### src/rtl/dip_pkg.sv
package dip_pkg;
  localparam int unsigned REG_W = 5;
  localparam int unsigned NSRC  = 2;

  typedef enum logic [1:0] {
    CLS_ALU = 2'd0,
    CLS_MUL = 2'd1,
    CLS_SHF = 2'd2,
    CLS_LSU = 2'd3
  } unit_cls_e;
endpackage

### src/rtl/dip_rst_sync.sv
module dip_rst_sync #(
  parameter int unsigned STAGES = 2
) (
  input  logic clk,
  input  logic rst_n,
  output logic rst_s
);
  logic [STAGES-1:0] sync_q;
  logic [STAGES-1:0] sync_d;

  always_comb begin
    sync_d = {sync_q[STAGES-2:0], 1'b1};
  end

  always_ff @(posedge clk or negedge rst_n) begin
    if (!rst_n) sync_q <= '0;
    else        sync_q <= sync_d;
  end

  assign rst_s = sync_q[STAGES-1];
endmodule

### src/rtl/dip_lane_map.sv
module dip_lane_map
  import dip_pkg::*;
(
  input  logic [1:0] cls,
  output logic       need_l0,
  output logic       need_l1
);
  always_comb begin
    need_l0 = (cls == CLS_MUL);
    need_l1 = (cls == CLS_SHF) || (cls == CLS_LSU);
  end
endmodule

### src/rtl/dip_raw_detect.sv
module dip_raw_detect
  import dip_pkg::*;
#(
  parameter int unsigned RW = REG_W,
  parameter int unsigned NS = NSRC
) (
  input  logic                 wen,
  input  logic [RW-1:0]        dst,
  input  logic [NS-1:0][RW-1:0] srcs,
  output logic                 hit
);
  logic [NS-1:0] match;
  logic          dst_live;

  assign dst_live = wen && (dst != '0);

  for (genvar g = 0; g < NS; g++) begin : g_src
    assign match[g] = dst_live && (srcs[g] == dst);
  end

  assign hit = |match;
endmodule

### src/rtl/dual_issue_pair_check.sv
module dual_issue_pair_check
  import dip_pkg::*;
#(
  parameter int unsigned RW = REG_W
) (
  input  logic          clk,
  input  logic          rst_n,
  input  logic          stall_i,
  input  logic          old_vld_i,
  input  logic [1:0]    old_cls_i,
  input  logic [RW-1:0] old_dst_i,
  input  logic          old_wen_i,
  input  logic [RW-1:0] old_src0_i,
  input  logic [RW-1:0] old_src1_i,
  input  logic          yng_vld_i,
  input  logic [1:0]    yng_cls_i,
  input  logic [RW-1:0] yng_dst_i,
  input  logic          yng_wen_i,
  input  logic [RW-1:0] yng_src0_i,
  input  logic [RW-1:0] yng_src1_i,
  output logic          iss_old_o,
  output logic          iss_young_o,
  output logic          lane_old_o,
  output logic          lane_young_o,
  output logic          hold_young_o
);
  logic rst_s;
  logic old_l0, old_l1, yng_l0, yng_l1;
  logic raw_hit;
  logic [NSRC-1:0][RW-1:0] yng_srcs;

  logic n_iss_old, n_iss_yng, n_lane_old, n_lane_yng, n_hold;
  logic q_iss_old, q_iss_yng, q_lane_old, q_lane_yng, q_hold;
  logic cap_en;

  dip_rst_sync #(.STAGES(2)) u_rst (
    .clk(clk), .rst_n(rst_n), .rst_s(rst_s)
  );

  dip_lane_map u_map_old (.cls(old_cls_i), .need_l0(old_l0), .need_l1(old_l1));
  dip_lane_map u_map_yng (.cls(yng_cls_i), .need_l0(yng_l0), .need_l1(yng_l1));

  assign yng_srcs = {yng_src1_i, yng_src0_i};

  dip_raw_detect #(.RW(RW), .NS(NSRC)) u_raw (
    .wen(old_wen_i), .dst(old_dst_i), .srcs(yng_srcs), .hit(raw_hit)
  );

  always_comb begin
    n_iss_old  = 1'b0;
    n_iss_yng  = 1'b0;
    n_lane_old = 1'b0;
    n_lane_yng = 1'b0;
    n_hold     = 1'b0;
    if (!stall_i) begin
      if (old_vld_i) begin
        n_iss_old  = 1'b1;
        n_lane_old = old_l1;
        if (yng_vld_i) begin
          if (old_l1 || yng_l0 || raw_hit) begin
            n_hold = 1'b1;
          end else begin
            n_iss_yng  = 1'b1;
            n_lane_yng = 1'b1;
          end
        end
      end else if (yng_vld_i) begin
        n_iss_yng  = 1'b1;
        n_lane_yng = yng_l1;
      end
    end
  end

  assign cap_en = 1'b1;

  always_ff @(posedge clk or negedge rst_s) begin
    if (!rst_s) begin
      q_iss_old  <= 1'b0;
      q_iss_yng  <= 1'b0;
      q_lane_old <= 1'b0;
      q_lane_yng <= 1'b0;
      q_hold     <= 1'b0;
    end else if (cap_en) begin
      q_iss_old  <= n_iss_old;
      q_iss_yng  <= n_iss_yng;
      q_lane_old <= n_lane_old;
      q_lane_yng <= n_lane_yng;
      q_hold     <= n_hold;
    end
  end

  assign iss_old_o    = q_iss_old;
  assign iss_young_o  = q_iss_yng;
  assign lane_old_o   = q_lane_old;
  assign lane_young_o = q_lane_yng;
  assign hold_young_o = q_hold;

  // two issued instructions never share a lane
  p_no_lane_clash_r6: assert property (@(posedge clk) disable iff (!rst_s)
    (iss_old_o && iss_young_o) |-> (lane_old_o != lane_young_o));

  // a held young instruction implies the old one issued and young did not
  p_hold_excl_r4: assert property (@(posedge clk) disable iff (!rst_s)
    hold_young_o |-> (iss_old_o && !iss_young_o));

  // stall suppresses all issue on the next cycle
  p_stall_blocks_r10: assert property (@(posedge clk) disable iff (!rst_s)
    $past(stall_i) |-> (!iss_old_o && !iss_young_o && !hold_young_o));

  // a detected dependence with a valid old slot blocks the young issue
  p_raw_blocks_r7: assert property (@(posedge clk) disable iff (!rst_s)
    $past(raw_hit && old_vld_i) |-> !iss_young_o);

  // a multiplier young instruction behind a valid old one never issues
  p_mul_pair_r5: assert property (@(posedge clk) disable iff (!rst_s)
    $past(old_vld_i && yng_l0) |-> !iss_young_o);
endmodule

### config.mk
export PLATFORM = sky130hd
export DESIGN_NAME = dual_issue_pair_check
export DESIGN_NICKNAME = d
export VERILOG_FILES = /design/src/rtl/dip_pkg.sv /design/src/rtl/dip_rst_sync.sv /design/src/rtl/dip_lane_map.sv /design/src/rtl/dip_raw_detect.sv /design/src/rtl/dual_issue_pair_check.sv
export SDC_FILE = /design/constraint.sdc
export NUM_CORES = 1
export LEC_CHECK = 0
export ABC_CLOCK_PERIOD_IN_PS = 800
export CAP_MARGIN = 15
export CORE_MARGIN = 2
export CORE_UTILIZATION = 26
export CTS_CLUSTER_DIAMETER = 40
export DETAILED_ROUTE_END_ITERATION = 6
export HOLD_SLACK_MARGIN = 0.02
export PLACE_DENSITY_LB_ADDON = 0.2
export SYNTH_ARGS = -nofsm -noshare
export SYNTH_HDL_FRONTEND = slang
export SYNTH_SLANG_ARGS = --single-unit
### constraint.sdc
create_clock -name clk -period 0.8 [get_ports clk]
set_clock_uncertainty 0.1 [all_clocks]
set_input_delay 0.24 -clock clk [delete_from_list [all_inputs] [get_ports clk]]
set_output_delay 0.24 -clock clk [all_outputs]
set_load 0.02 [all_outputs]
==> impl_metrics.env <==
export IMPL_status="finished, violations left"
export IMPL_violations="negative hold slack, negative setup slack"
export IMPL_rsz0062_at_grt="yes"
export IMPL_critical_path_required_ns=0.83
export IMPL_clockRootBuffer="clkbuf_4"
export IMPL_clock_latency_ns=0.24
export IMPL_max_freq_mhz=829
export IMPL_start_kind="primary input"
export IMPL_synthCells=43
export IMPL_cp_max_fo=3
export IMPL_diodes=0
export IMPL_min_path_type="flop to asynchronous set/reset pin"
export IMPL_p_leak_nw=0.398
export IMPL_cts_tree="built"
export IMPL_synth_top_cell_by_area="dfrtp_1"
export IMPL_maxSlewViolCount=0
export IMPL_grt_usage_pct=11.0
export IMPL_io_pins=46
export IMPL_synth_top_area_share_pct=44.2
export IMPL_vias=433
export IMPL_hold_viol=5
export IMPL_final_net_count=127
export IMPL_fin_crit_ns=1.21
export IMPL_layout_common_cells="10 x xnor2_1, 10 x dlygate4sd2_1, 9 x buf_4"
export IMPL_min_period_over_period_pct=151
export IMPL_drv_cap=0
export IMPL_synth_seq_area_share_pct=44.2
export IMPL_cts_buffers=3
export IMPL_grt_max_degree=6
export IMPL_regToRegStartpoint="u_rst.sync_q[0]"
export IMPL_place_ws_ns=-1.02
export IMPL_synth_fp_nets=84
export IMPL_power_uw=992
export IMPL_post_drt_wl_per_cell_um=8.76
export IMPL_drt_total_wl_um=885
export IMPL_core_area_sq_mm=0.00147
export IMPL_area_growth_pct=110
export IMPL_drive_above_1_share_pct=37.6
export IMPL_gp_congestion=0.708
export IMPL_die_area_sq_mm=0.00185
export IMPL_io_buffers=28
export IMPL_rr_worst_depth=0
export IMPL_ys_warn_count=0
export IMPL_fill_cells=154
export IMPL_crit_type="primary input to flop"
export IMPL_setup_violations=8
export IMPL_syn_avg_cell_area_sq_um=9.22
export IMPL_die_w_um=43.1
export IMPL_post_route_util_pct=56.5
export IMPL_ant_nets=0
export IMPL_antenna_found_initial=0
export IMPL_hold_ws_ns=-0.0264
export IMPL_synth_area_leaders="dfrtp_1 44%, xnor2_1 22%, nor2_1 3.8%"
export IMPL_ys_types=18
export IMPL_fin_ws_ns=-0.407
export IMPL_crit_arrival_ns=1.24
export IMPL_r2r_end="u_rst.sync_q[1]"
export IMPL_grt_pass1_vias=418
export IMPL_synthesis_area_sq_um=397
export IMPL_drc_errors=0
export IMPL_clkSinkCount=7
export IMPL_overflow=0
export IMPL_clk_path_buf_depth=2
export IMPL_worst_setup_path_end_kind="flop"
export IMPL_die_h_um=43.1
export IMPL_drtIter0Drc=0
export IMPL_clk_pin_slew_ns=0.05
export IMPL_cts_htree_levels=1
export IMPL_grt_pass1_wl_mm=1.51
export IMPL_hpwl_um=781
export IMPL_power_density_mw_per_mm2=1190
export IMPL_regToRegSetupSlack_ns=0.24
export IMPL_synth_seq_cells=7
export IMPL_start_util_pct=27.0
export IMPL_drtPass1Iterations=1
export IMPL_viasPerCell=4.29
export IMPL_rows=14
export IMPL_ir_worst_vdd_mv=0.435
[worst max path at each step]
stage,startpoint,to,slack [ns]
after floorplan,old_dst_i[1],hold_young_o,-0.55
after global placement,old_dst_i[1],hold_young_o,-1.01
after detailed placement,old_dst_i[1],hold_young_o,-1.02
after CTS,old_dst_i[4],hold_young_o,-0.41
after global routing,old_dst_i[4],hold_young_o,-0.42
final,old_dst_i[4],hold_young_o,-0.41
[registers in the layout, summed over array words and instances, names as in the netlist]
register	count
lane_old_o	1
hold_young_o	1
iss_old_o	1
u_rst.sync_q	2
iss_young_o	1
lane_young_o	1
[kinds of logic after synthesis]
group	count (synthesis)	share of synthesized area, %
and+or+nand+nor	14	17.0
xor gates and xnor gates	10	22.1
AOI/OAI and AO/OA	8	12.9
DFF	7	44.2
buffers and inverters	3	2.84
other	1	0.945
[layout make-up]
cell class / instances / area, sq um / share of cell area (%)
flip-flops and latches: 7 / 175 / 21.1
inverters: 3 / 11.3 / 1.35
well taps: 16 / 20.0 / 2.41
repair buffers: 38 / 350 / 42.1
multi-input cells: 33 / 249 / 29.9
clock buffers: 4 / 26.3 / 3.16
[power by group]
part	internal, mW	switching, mW
Clock	0.189	0.117
Sequential	0.372	0.0101
Combinational	0.188	0.117
[through the flow]
stage	std cells	instance area [sq um]	TNS (ns)
6_report	101	832	-2.50
3_5_place_dp	95	761	-5.86
3_3_place_gp	95	761	-5.82
4_1_cts	100	815	-2.56
5_1_grt	101	832	-2.73
2_1_floorplan	43	400	-1.48
[layer usage]
metal	wire length (um)	part of all wire, %	global-route usage (%)
met1	308	35	10.2
met2	506	57	20.9
met3	62	7.0	1.28
met4	8	0.90	9.09
met5	0	0	0
[synthesized netlist by cell type (all sizes together)]
| master | instances |
|---|---|
| and2 | 1 |
| nor2 | 4 |
| nor2b | 1 |
| o22ai | 1 |
| nor4 | 1 |
| conb | 1 |
| nor3 | 1 |
| or4 | 1 |
| xnor2 | 10 |
| o21ai | 3 |
| a32oi | 1 |
| a21oi | 2 |
| inv | 3 |
| dfrtp | 7 |
| nand3 | 2 |
| a21o | 1 |
| nand2 | 3 |
[worst max-delay path, stage by stage]
cell and delay, ns:
buf_6 0.09, or4_4 0.53, o21ai_4 0.16, nor4_2 0.05
a21o_1 0.16
[what timing repair did]
action | 4_1_cts | 5_1_grt
buffers inserted | 1 | 1
hold endpoints to repair | 5 | 5
setup endpoints to repair | 10 | 9
pin swaps | 16 | 6
gates resized for setup | 66 | 6
Power figures use the tool's default switching activity.
